### src/rtl/dc_pkg.sv
// Shared types for the attribute-driven data cache controller.
package dc_pkg;

    // Controller sequencing states.
    typedef enum logic [2:0] {
        ST_IDLE,
        ST_DECIDE,
        ST_WB,
        ST_FILL,
        ST_SINGLE,
        ST_RESP
    } dc_state_e;

    // Per-access policy bits carried with a request.
    typedef struct packed {
        logic wt;   // store goes to memory at once
        logic inh;  // bypass the cache entirely
        logic coh;  // bus traffic is global
    } dc_attr_t;

endpackage

### src/rtl/dc_tag_store.sv
// Tag, valid and dirty state for a direct-mapped cache.
// One combinational read port and one synchronous write port.
// Assumes LINES is a power of two. Only valid and dirty bits are reset.
module dc_tag_store #(
    parameter int LINES = 16,
    parameter int TAG_W = 24,
    localparam int IDX_W = $clog2(LINES)
) (
    input  logic             clk,
    input  logic             rst_n,
    input  logic [IDX_W-1:0] rd_idx,
    output logic             rd_valid,
    output logic             rd_dirty,
    output logic [TAG_W-1:0] rd_tag,
    input  logic             wr_en,
    input  logic [IDX_W-1:0] wr_idx,
    input  logic             wr_dirty,
    input  logic [TAG_W-1:0] wr_tag
);

    logic [LINES-1:0] vld_vec;
    logic [LINES-1:0] drt_vec;
    logic [TAG_W-1:0] tag_arr [LINES];

    for (genvar g = 0; g < LINES; g++) begin : g_line
        logic             v_q;
        logic             d_q;
        logic [TAG_W-1:0] t_q;

        // Per-line state update; a write always leaves the line valid.
        always_ff @(posedge clk) begin
            if (!rst_n) begin
                v_q <= 1'b0;
                d_q <= 1'b0;
            end else if (wr_en && (wr_idx == IDX_W'(g))) begin
                v_q <= 1'b1;
                d_q <= wr_dirty;
                t_q <= wr_tag;
            end
        end

        assign vld_vec[g] = v_q;
        assign drt_vec[g] = d_q;
        assign tag_arr[g] = t_q;
    end

    // Read port selects the addressed line.
    always_comb begin
        rd_valid = vld_vec[rd_idx];
        rd_dirty = drt_vec[rd_idx];
        rd_tag   = tag_arr[rd_idx];
    end

endmodule

### src/rtl/dc_data_store.sv
// Word storage for a direct-mapped cache: LINES lines of WORDS words.
// Combinational read, synchronous single-word write. No reset; contents
// are only meaningful for lines marked valid in the tag store.
module dc_data_store #(
    parameter int LINES  = 16,
    parameter int WORDS  = 4,
    parameter int DATA_W = 32,
    localparam int IDX_W = $clog2(LINES),
    localparam int OFF_W = $clog2(WORDS)
) (
    input  logic              clk,
    input  logic [IDX_W-1:0]  rd_idx,
    input  logic [OFF_W-1:0]  rd_off,
    output logic [DATA_W-1:0] rd_data,
    input  logic              wr_en,
    input  logic [IDX_W-1:0]  wr_idx,
    input  logic [OFF_W-1:0]  wr_off,
    input  logic [DATA_W-1:0] wr_data
);

    logic [DATA_W-1:0] mem_q [LINES*WORDS];

    // Single-word write.
    always_ff @(posedge clk) begin
        if (wr_en) begin
            mem_q[{wr_idx, wr_off}] <= wr_data;
        end
    end

    assign rd_data = mem_q[{rd_idx, rd_off}];

endmodule

### src/rtl/dc_attr_ctrl.sv
// Attribute-driven direct-mapped data cache controller.
// Each request picks its own policy from write-through, inhibited and
// coherent attribute bits. One request is in flight at a time. The memory
// bus moves one word per valid/ready beat, and read data is taken in the
// beat's handshake cycle. Assumes WORDS and LINES are powers of two.
module dc_attr_ctrl #(
    parameter int ADDR_W = 32,
    parameter int DATA_W = 32,
    parameter int LINES  = 16,
    parameter int WORDS  = 4
) (
    input  logic              clk,
    input  logic              rst_n,
    input  logic              req_valid,
    output logic              req_ready,
    input  logic              req_write,
    input  logic              req_barrier,
    input  logic [ADDR_W-1:0] req_addr,
    input  logic [DATA_W-1:0] req_wdata,
    input  logic              req_attr_w,
    input  logic              req_attr_i,
    input  logic              req_attr_m,
    output logic              rsp_valid,
    output logic [DATA_W-1:0] rsp_rdata,
    output logic              rsp_err,
    output logic              mem_valid,
    input  logic              mem_ready,
    output logic              mem_write,
    output logic [ADDR_W-1:0] mem_addr,
    output logic [DATA_W-1:0] mem_wdata,
    input  logic [DATA_W-1:0] mem_rdata,
    output logic              mem_global
);
    import dc_pkg::*;

    localparam int IDX_W = $clog2(LINES);
    localparam int OFF_W = $clog2(WORDS);
    localparam int TAG_W = ADDR_W - IDX_W - OFF_W - 2;
    localparam logic [OFF_W-1:0] LAST_BEAT = OFF_W'(WORDS - 1);

    dc_state_e         state_q, state_d;
    logic [OFF_W-1:0]  beat_q, beat_d;
    logic [DATA_W-1:0] rdata_q, rdata_d;
    logic              err_q, err_d;

    logic              op_write_q;
    logic [ADDR_W-1:0] op_addr_q;
    logic [DATA_W-1:0] op_wdata_q;
    dc_attr_t          op_attr_q;

    logic [IDX_W-1:0]  op_idx;
    logic [OFF_W-1:0]  op_off;
    logic [TAG_W-1:0]  op_tag;

    logic              line_valid, line_dirty, hit;
    logic [TAG_W-1:0]  line_tag;
    logic [DATA_W-1:0] rd_word;
    logic [OFF_W-1:0]  rd_off;

    logic              td_we, td_dirty;
    logic              dd_we;
    logic [OFF_W-1:0]  dd_off;
    logic [DATA_W-1:0] dd_data;

    // Split the held request address into cache fields.
    assign op_off = op_addr_q[2 +: OFF_W];
    assign op_idx = op_addr_q[2 + OFF_W +: IDX_W];
    assign op_tag = op_addr_q[ADDR_W-1 -: TAG_W];

    assign rd_off = (state_q == ST_WB) ? beat_q : op_off;
    assign hit    = line_valid && (line_tag == op_tag);

    dc_tag_store #(.LINES(LINES), .TAG_W(TAG_W)) u_tags (
        .clk      (clk),
        .rst_n    (rst_n),
        .rd_idx   (op_idx),
        .rd_valid (line_valid),
        .rd_dirty (line_dirty),
        .rd_tag   (line_tag),
        .wr_en    (td_we),
        .wr_idx   (op_idx),
        .wr_dirty (td_dirty),
        .wr_tag   (op_tag)
    );

    dc_data_store #(.LINES(LINES), .WORDS(WORDS), .DATA_W(DATA_W)) u_data (
        .clk     (clk),
        .rd_idx  (op_idx),
        .rd_off  (rd_off),
        .rd_data (rd_word),
        .wr_en   (dd_we),
        .wr_idx  (op_idx),
        .wr_off  (dd_off),
        .wr_data (dd_data)
    );

    // Sequencing and cache update decisions.
    always_comb begin
        state_d  = state_q;
        beat_d   = beat_q;
        rdata_d  = rdata_q;
        err_d    = err_q;
        td_we    = 1'b0;
        td_dirty = 1'b0;
        dd_we    = 1'b0;
        dd_off   = op_off;
        dd_data  = op_wdata_q;
        unique case (state_q)
            ST_IDLE: begin
                if (req_valid) begin
                    err_d   = 1'b0;
                    state_d = req_barrier ? ST_RESP : ST_DECIDE;
                end
            end
            ST_DECIDE: begin
                if (op_attr_q.inh) begin
                    err_d   = hit;
                    state_d = ST_SINGLE;
                end else if (hit) begin
                    if (!op_write_q) begin
                        rdata_d = rd_word;
                        state_d = ST_RESP;
                    end else begin
                        dd_we = 1'b1;
                        if (op_attr_q.wt) begin
                            state_d = ST_SINGLE;
                        end else begin
                            td_we    = 1'b1;
                            td_dirty = 1'b1;
                            state_d  = ST_RESP;
                        end
                    end
                end else if (op_write_q && op_attr_q.wt) begin
                    state_d = ST_SINGLE;
                end else begin
                    beat_d  = '0;
                    state_d = (line_valid && line_dirty) ? ST_WB : ST_FILL;
                end
            end
            ST_WB: begin
                if (mem_ready) begin
                    beat_d = beat_q + OFF_W'(1);
                    if (beat_q == LAST_BEAT) begin
                        state_d = ST_FILL;
                    end
                end
            end
            ST_FILL: begin
                if (mem_ready) begin
                    dd_we   = 1'b1;
                    dd_off  = beat_q;
                    dd_data = mem_rdata;
                    beat_d  = beat_q + OFF_W'(1);
                    if (beat_q == LAST_BEAT) begin
                        td_we   = 1'b1;
                        state_d = ST_DECIDE;
                    end
                end
            end
            ST_SINGLE: begin
                if (mem_ready) begin
                    if (!op_write_q) begin
                        rdata_d = mem_rdata;
                    end
                    state_d = ST_RESP;
                end
            end
            ST_RESP:  state_d = ST_IDLE;
            default:  state_d = ST_IDLE;
        endcase
    end

    // Sequencer state registers.
    always_ff @(posedge clk) begin
        if (!rst_n) begin
            state_q <= ST_IDLE;
            beat_q  <= '0;
            rdata_q <= '0;
            err_q   <= 1'b0;
        end else begin
            state_q <= state_d;
            beat_q  <= beat_d;
            rdata_q <= rdata_d;
            err_q   <= err_d;
        end
    end

    // Capture the request when it is accepted.
    always_ff @(posedge clk) begin
        if (!rst_n) begin
            op_write_q <= 1'b0;
            op_addr_q  <= '0;
            op_wdata_q <= '0;
            op_attr_q  <= '0;
        end else if (state_q == ST_IDLE && req_valid) begin
            op_write_q <= req_write;
            op_addr_q  <= req_addr;
            op_wdata_q <= req_wdata;
            op_attr_q  <= '{wt: req_attr_w, inh: req_attr_i, coh: req_attr_m};
        end
    end

    // Bus beat contents follow from the registered state only.
    always_comb begin
        mem_valid = 1'b0;
        mem_write = 1'b0;
        mem_addr  = '0;
        mem_wdata = '0;
        unique case (state_q)
            ST_WB: begin
                mem_valid = 1'b1;
                mem_write = 1'b1;
                mem_addr  = {line_tag, op_idx, beat_q, 2'b00};
                mem_wdata = rd_word;
            end
            ST_FILL: begin
                mem_valid = 1'b1;
                mem_addr  = {op_tag, op_idx, beat_q, 2'b00};
            end
            ST_SINGLE: begin
                mem_valid = 1'b1;
                mem_write = op_write_q;
                mem_addr  = op_addr_q;
                mem_wdata = op_wdata_q;
            end
            default: ;
        endcase
        mem_global = mem_valid && op_attr_q.coh;
    end

    assign req_ready = (state_q == ST_IDLE);
    assign rsp_valid = (state_q == ST_RESP);
    assign rsp_rdata = rdata_q;
    assign rsp_err   = rsp_valid && err_q;

endmodule

### config.mk
export PLATFORM = sky130hd
export DESIGN_NAME = dc_attr_ctrl
export DESIGN_NICKNAME = d
export VERILOG_FILES = /design/src/rtl/dc_pkg.sv /design/src/rtl/dc_tag_store.sv /design/src/rtl/dc_data_store.sv /design/src/rtl/dc_attr_ctrl.sv
export SDC_FILE = /design/constraint.sdc
export NUM_CORES = 2
export LEC_CHECK = 0
export ABC_AREA = 1
export BUFFER_PORTS_ARGS = -buffer_cell sky130_fd_sc_hd__buf_2
export CAP_MARGIN = 20
export CORE_MARGIN = 1.5
export CORE_UTILIZATION = 30
export CTS_BUF_LIST = sky130_fd_sc_hd__clkbuf_4
export DETAILED_ROUTE_END_ITERATION = 8
export GPL_ROUTABILITY_DRIVEN = 0
export GPL_TIMING_DRIVEN = 0
export PLACE_DENSITY = 0.43
export SLEW_MARGIN = 20
export SYNTH_ARGS = -nofsm -noshare
export SYNTH_HDL_FRONTEND = slang
export SYNTH_HIERARCHICAL = 1
export SYNTH_SLANG_ARGS = --single-unit
### constraint.sdc
create_clock -name clk -period 6.9 [get_ports clk]
set_clock_uncertainty 0.15 [all_clocks]
set_input_delay 0.69 -clock clk [delete_from_list [all_inputs] [get_ports clk]]
set_output_delay 0.69 -clock clk [all_outputs]
set_load 0.005 [all_outputs]
Yosys cells after proc, flatten, opt, wreduce, memory -nomap -nowiden
Memories as Yosys holds them, arrays and structs flattened. Index checks and enable logic that the tools add are counted.

Register bits: 522. Memory bits (writable): 2048. Logic and storage cells: 207. Memories kept: 1.

Memories: u_data.mem_q (depth 64, width 32, rd ports 1, clocked after Yosys merged registers in 0, write ports 1, RTL line dc_data_store.sv:21) `logic [DATA_W-1:0] mem_q [LINES*WORDS];`.

Add/subtract/negate cells: 1. Magnitude comparators: 2. Eq/ne operators: 36. Muxes and demuxes: 59. Bitwise gates (word level): 1. Reductions and logical operators: 49.

Operators with widths (number): two-way mux 32 bit (7); case mux 32 bit (2 select lines) (2); binary-select mux 24 bit (select 4 bit) (1); case mux 32 bit (3 select lines) (1); two-way mux 24 bit (2); == test 4 bit (second input constant) (8); AND reduction 2 bit (16); two-way mux 3 bit (10); == test 24 bit (1); inequality test 2 bit (second input constant) (12); logical AND 1 bit (22); two-way mux 1 bit (21); == test 4 x 3 -> 1 bit (second input constant) (4); case mux 3 bit (5 select lines) (1); two-way mux 2 bit (7); AND reduction 6 bit (2); binary-select mux 1 bit (select 4 bit) (2); == test 4 x 2 -> 1 bit (second input constant) (2); case mux 1 bit (2 select lines) (4); == test 3 x 2 -> 1 bit (second input constant) (2); == test 3 bit (second input constant) (2); nonzero test 2 bit (3); >= comparator 5 bit (second input constant) (1); < comparator 4 x 5 -> 1 bit (second input constant) (1); 13 further kinds (14).

Longest topological paths before layout
Depth in word-level cells: 11. Depth in mapped cells: 23. Gate-level depth less buffers: 22.

Hierarchy
The synthesis kept the hierarchy.

By module, submodules not included: dc_data_store (instances 1, cells an instance 6753, area an instance 82145.0 um2, sequential area each 61499.0 um2); dc_tag_store (instances 1, cells an instance 1804, area an instance 17936.0 um2, sequential area each 12171.7 um2); dc_attr_ctrl (instances 1, cells an instance 1008, area an instance 6105.9 um2, sequential area each 2122.0 um2).

Least setup slack after synthesis
Ideal clock, no wire load.

Kind: register -> register. From: register op_addr_q[5]. To: memory u_data.mem_q[48][0] (enable). Setup time: 0.461 ns. Arrival time: 4.791 ns. Required time: 6.289 ns. Slack: 1.498 ns. Cell stages (with the launch flop): 21. Buffers on the path: 4. Period minus slack after synthesis: 5.402 ns. Cell sequence: dfxtp_1 -> buf_2 -> buf_4 -> clkbuf_1 -> nand2_1 -> nand3_1 -> nand3_1 -> nand2_1 -> inv_1 -> nand2_1 -> nand2_1 -> nor2_2 -> inv_1 -> nor2_1 -> nand2_1 -> nor2_2 -> nand3_1 -> nand2_1 -> clkbuf_1 -> inv_1 -> nor3_1.

Cells in the longest elaborated chain, start to end: 11. Elaborated cells on any way between the ends: 13.

Ends and longest elaborated chain: start, declared (RTL line dc_attr_ctrl.sv:47) `logic [ADDR_W-1:0] op_addr_q;`; start signal, assigned (RTL line dc_attr_ctrl.sv:197) `op_addr_q <= req_addr;`; inverter 4 -> 5 bit (implied by the code) (RTL line dc_tag_store.sv:51) `rd_tag = tag_arr[rd_idx];`; binary-select mux 24 bit (select 4 bit) (RTL line dc_tag_store.sv:51); two-way mux 24 bit (implied by the code) (2 in series) (RTL line dc_tag_store.sv:51); named net line_tag[17] (RTL line dc_attr_ctrl.sv:56) `logic [TAG_W-1:0] line_tag;`; == test 24 bit (RTL line dc_attr_ctrl.sv:71) `assign hit = line_valid && (line_tag == op_tag);`; logical AND 1 bit (RTL line dc_attr_ctrl.sv:71); two-way mux 1 bit (RTL line dc_attr_ctrl.sv:119) `end else if (hit) begin`; two-way mux 1 bit (RTL line dc_attr_ctrl.sv:116) `if (op_attr_q.inh) begin`; case mux 1 bit (2 select lines) (RTL line dc_attr_ctrl.sv:108) `unique case (state_q)`; named net dd_we (RTL line dc_attr_ctrl.sv:61) `logic dd_we;`; two-way mux 1 bit (RTL line dc_data_store.sv:25) `if (wr_en) begin`; two-way mux 1 bit (implied by the code) (RTL line dc_data_store.sv:26) `mem_q[{wr_idx, wr_off}] <= wr_data;`; end, declared (RTL line dc_data_store.sv:21).

The timed path passes the listed nets, and every way through them passes these cells. The select of a mux whose other input is x is not followed.

Worst setup path after layout
From: register op_addr_q[4]. To: output mem_wdata[26].

Cells in the longest elaborated chain, start to end: 2.

Ends and longest elaborated chain: memory read (64 x 32 bit); named net rd_word[26] (RTL line dc_attr_ctrl.sv:57) `logic [DATA_W-1:0] rd_word;`; case mux 32 bit (2 select lines) (RTL line dc_attr_ctrl.sv:209) `unique case (state_q)`; end, declared (RTL line dc_attr_ctrl.sv:30) `output logic [DATA_W-1:0] mem_wdata,`.

The timed path passes the listed nets, and every way through them passes these cells.

==> metrics.cfg <==
[status]
status = finished, violations left
violations = negative setup slack

[detailed_routing]
vias = 84281
antenna_left = 0
avgRoutedWirePerCell_um = 29.8
route.detailed.drc = 0
viasPerCell = 5.18
routed_wl_um = 485000
count_of_routing_violations_after_the_opening_detailed_route_iteration = 9845
detailedRoute.firstPassIterationCount = 6

[timing]
report.final.slew_viol_count = 0
min_setup_slack_post_route_ns = -0.111
post-route-min-period_ns = 7.01
period_share_pct = 102
timing.setup.tns_ns = -0.279
clock.fmax_ghz = 0.143
hold_slack_ns = 0.132
rsz_0062_raised_after_global_routing = true
worst-slew-pin-transition_ns = 1.24
maxSlewHeadroom_pct = 17.4
timing.final.hold_violations = 0
report.final.setup_viol = 7

[synth]
syn-cell-area_um2 = 106000
post_synth_mux_area_share_pct = 0
post_synthesis_compound_gate_area_fraction_pct = 1.51
post_synth_main_area_contributors = sky130_fd_sc_hd__edfxtp_1 (69%), sky130_fd_sc_hd__nand2_1 (11%), sky130_fd_sc_hd__nand3_1 (11%), sky130_fd_sc_hd__dfxtp_1 (2.6%), sky130_fd_sc_hd__inv_1 (1.8%)
ys_seq_elements = 2570
syn_inst = 9565
synth_largest_type_area_fraction_pct = 68.8
xor_xnor_share_of_the_synthesized_area_pct = 0.0330
synth-warning-count = 6
dominant_combinational_cell_family_by_area_after_synthesis = simple AND/OR/NAND/NOR gates
synth.yosys.seq_area_share_pct = 71.4
synthesis.nets = 9671
synth_adder_area_share_pct = 0.0118
synthSimpleGateAreaFrac_pct = 22.4
synth.distinct_cells = 32
syn-mean-instance-area_um2 = 11.1
synth_area_leader_cell = sky130_fd_sc_hd__edfxtp_1

[global_route]
grt_max_degree = 28
globalRoute.totalOverflow = 0
antenna_violations_before_repair = 38
number_of_global_route_vias_before_repair = 80535
groute.usage.overall_pct = 26.5
wire_length_of_the_first_global_routing_pass_um = 656000

[critical_path]
crit_path_max_fanout = 13
critical_path_required_ns = 6.06
crit_arrival_ns = 6.17
timing.setup.critical_path_class = register to primary output
endpoint_kind = primary output
r2r_slack_ns = -0.01
rr_startpoint = op_addr_q[6]
critPathLaunchType = register
worst_setup_path_startpoint = op_addr_q[4]

[power_and_ir_drop]
power_leakage_nw = 50.3
power_per_cell_area_nw_per_um2 = 412
max-vdd-ir-drop_mv = 0.257
p_total_mw = 54.6

[cts]
htree_levels = 6
largest_buffer_count_on_any_clock_path = 4
tritoncts_num_sinks = 2570
tritoncts = yes
cts.clk_slew.worst_paths_ns = 0.07
clk_latency_ns = 1.66
numCtsBuffers = 707
cts_root_buf = sky130_fd_sc_hd__clkbuf_4

[finish]
final_design_area_no_fill_um2 = 133000
final_cells = 16273
nFillCells = 34867
area.growth.synth_to_final_pct = 24.8
nets = 11118
final_core_util_pct = 37.6
fraction_of_layout_instances_using_a_drive_strength_above_1_pct = 19.9

[floorplanning]
floorplan.die_area_um2 = 358000
chipHeight_um = 598
core-area_um2 = 352000
fp-row-count = 218
floorplan.die.width_um = 598
ioPinCount = 207
start_util_pct = 30.1

[place]
dpl.cell_count = 14777
place.port_buffers = 206
placedInstanceArea_um2 = 120000
pre_cts_slack_ns = 0.00245
dpl.hpwl_um = 351000

[min_path]
hp-class = input pin to register
worstHoldStart = mem_rdata[28]

[run]
cap_violations = 0

-- worst paths after layout --
kind                           endpoint  cells past startpoint
setup / recovery          mem_wdata[26]                     13
hold / removal            rsp_rdata[28]                      6
setup reg to reg    u_data/mem_q[58][4]                     21
hold reg to reg   u_tags/g_line[11].d_q                      2
-- sequential cells by signal, indices dropped and copies added (netlist names) --
register           count
u_data/mem_q        2048
u_tags/g_line.t_q    384
op_addr_q             32
op_wdata_q            32
rsp_rdata             32
u_tags/g_line.d_q     16
u_tags/g_line.v_q     16
op_attr_q              3
state_q                3
beat_q                 2
err_q                  1
op_write_q             1
-- cells in the mapped netlist --
cell                          n
sky130_fd_sc_hd__nor2_2       5
sky130_fd_sc_hd__a22oi_1      1
sky130_fd_sc_hd__buf_4       58
sky130_fd_sc_hd__clkbuf_1   147
sky130_fd_sc_hd__buf_2      298
sky130_fd_sc_hd__edfxtp_1  2432
sky130_fd_sc_hd__clkinv_1     3
sky130_fd_sc_hd__nor3_1      15
sky130_fd_sc_hd__nor3_2       1
sky130_fd_sc_hd__inv_2       15
sky130_fd_sc_hd__nand2_1   3034
sky130_fd_sc_hd__buf_6       18
sky130_fd_sc_hd__nand3_1   2242
sky130_fd_sc_hd__inv_4        1
sky130_fd_sc_hd__o22ai_1     24
sky130_fd_sc_hd__inv_1      515
sky130_fd_sc_hd__buf_1       71
sky130_fd_sc_hd__o21ai_0    185
sky130_fd_sc_hd__nor3b_1      1
sky130_fd_sc_hd__nand4_1      6
sky130_fd_sc_hd__nor2_1     212
sky130_fd_sc_hd__nand2_2     30
sky130_fd_sc_hd__o21ai_1      7
sky130_fd_sc_hd__a21boi_1     1
sky130_fd_sc_hd__xnor2_1      3
sky130_fd_sc_hd__nand3b_1     1
sky130_fd_sc_hd__nand2_4      1
sky130_fd_sc_hd__ha_1         1
sky130_fd_sc_hd__a21oi_1     96
sky130_fd_sc_hd__dfxtp_1    138
sky130_fd_sc_hd__nor4_1       2
sky130_fd_sc_hd__xor2_1       1
-- kinds of logic (layout without fill, tap and decap cells) --
group                    count (synthesis)  after routing
XOR/XNOR                                 4              4
flip-flops                            2570           2570
adder cells (fa/ha/maj)                  1              1
AO/OA/AOI/OAI                          314            314
other                                    0             16
AND/OR/NAND/NOR                       5550           5550
buffers and inverters                 1126           3088
-- power by group --
part,switching [mW],total (mW),internal [mW]
Combinational,15.8,20.9,5.13
Clock,6.79,14.3,7.53
Sequential,0.629,19.3,18.7
Total,23.2,54.6,31.4
-- cells in the final DEF, fill, tap and decap left out, drive strengths merged, types with 2 or more instances in the layout --
master	instances
a21oi	96
buf	924
bufinv	13
clkbuf	1234
clkdlybuf4s15	3
clkinv	106
clkinvlp	11
dfxtp	138
diode	16
dlygate4sd3	239
edfxtp	2432
inv	558
nand2	3065
nand3	2242
nand4	6
nor2	217
nor3	16
nor4	2
o21ai	192
o22ai	24
xnor2	3
-- repair_timing --
| item | CTS | global route |
|---|---|---|
| cloned | 0 | 0 |
| pin swaps | 1 | 7 |
| setup buffers | 1 | 15 |
| gates resized for setup | 95 | 79 |
| setup endpoints to repair | 34 | 112 |
| hold buffers | 239 | 0 |
| hold endpoints to repair | 2138 | 0 |
-- worst max-delay path, cell delays in order, from the launching register on --
cell and delay (ns):
sky130_fd_sc_hd__dfxtp_2 0.78, sky130_fd_sc_hd__buf_2 0.37, sky130_fd_sc_hd__clkbuf_2 0.44, sky130_fd_sc_hd__buf_8 0.24, sky130_fd_sc_hd__buf_1 0.88, sky130_fd_sc_hd__nand3_1 0.24, sky130_fd_sc_hd__nand3_1 0.13, sky130_fd_sc_hd__nand3_1 0.25
sky130_fd_sc_hd__nand2_1 0.15, sky130_fd_sc_hd__nand2_1 0.09, sky130_fd_sc_hd__nand2_1 0.37, sky130_fd_sc_hd__nand2_1 0.24, sky130_fd_sc_hd__o21ai_0 0.20, sky130_fd_sc_hd__buf_2 0.17
-- layer usage --
layer | track usage (%) | wire length (µm)
met5 | 0 | 86
met4 | 12.5 | 25200
met3 | 5.98 | 46200
met2 | 41.6 | 218000
met1 | 34.7 | 196000
-- cell type report --
type	count	area, µm²	area share [%]
Antenna cell	16	40.0	0.0302
Buffer	592	3150	2.38
Clock buffer	1070	8030	6.06
Clock inverter	154	1090	0.826
Inverter	534	2010	1.51
Multi-Input combinational cell	5869	26700	20.1
Sequential cell	2570	75800	57.2
Tap cell	4730	5920	4.47
Timing Repair Buffer	738	9780	7.38
Power figures use the tool's default switching activity.
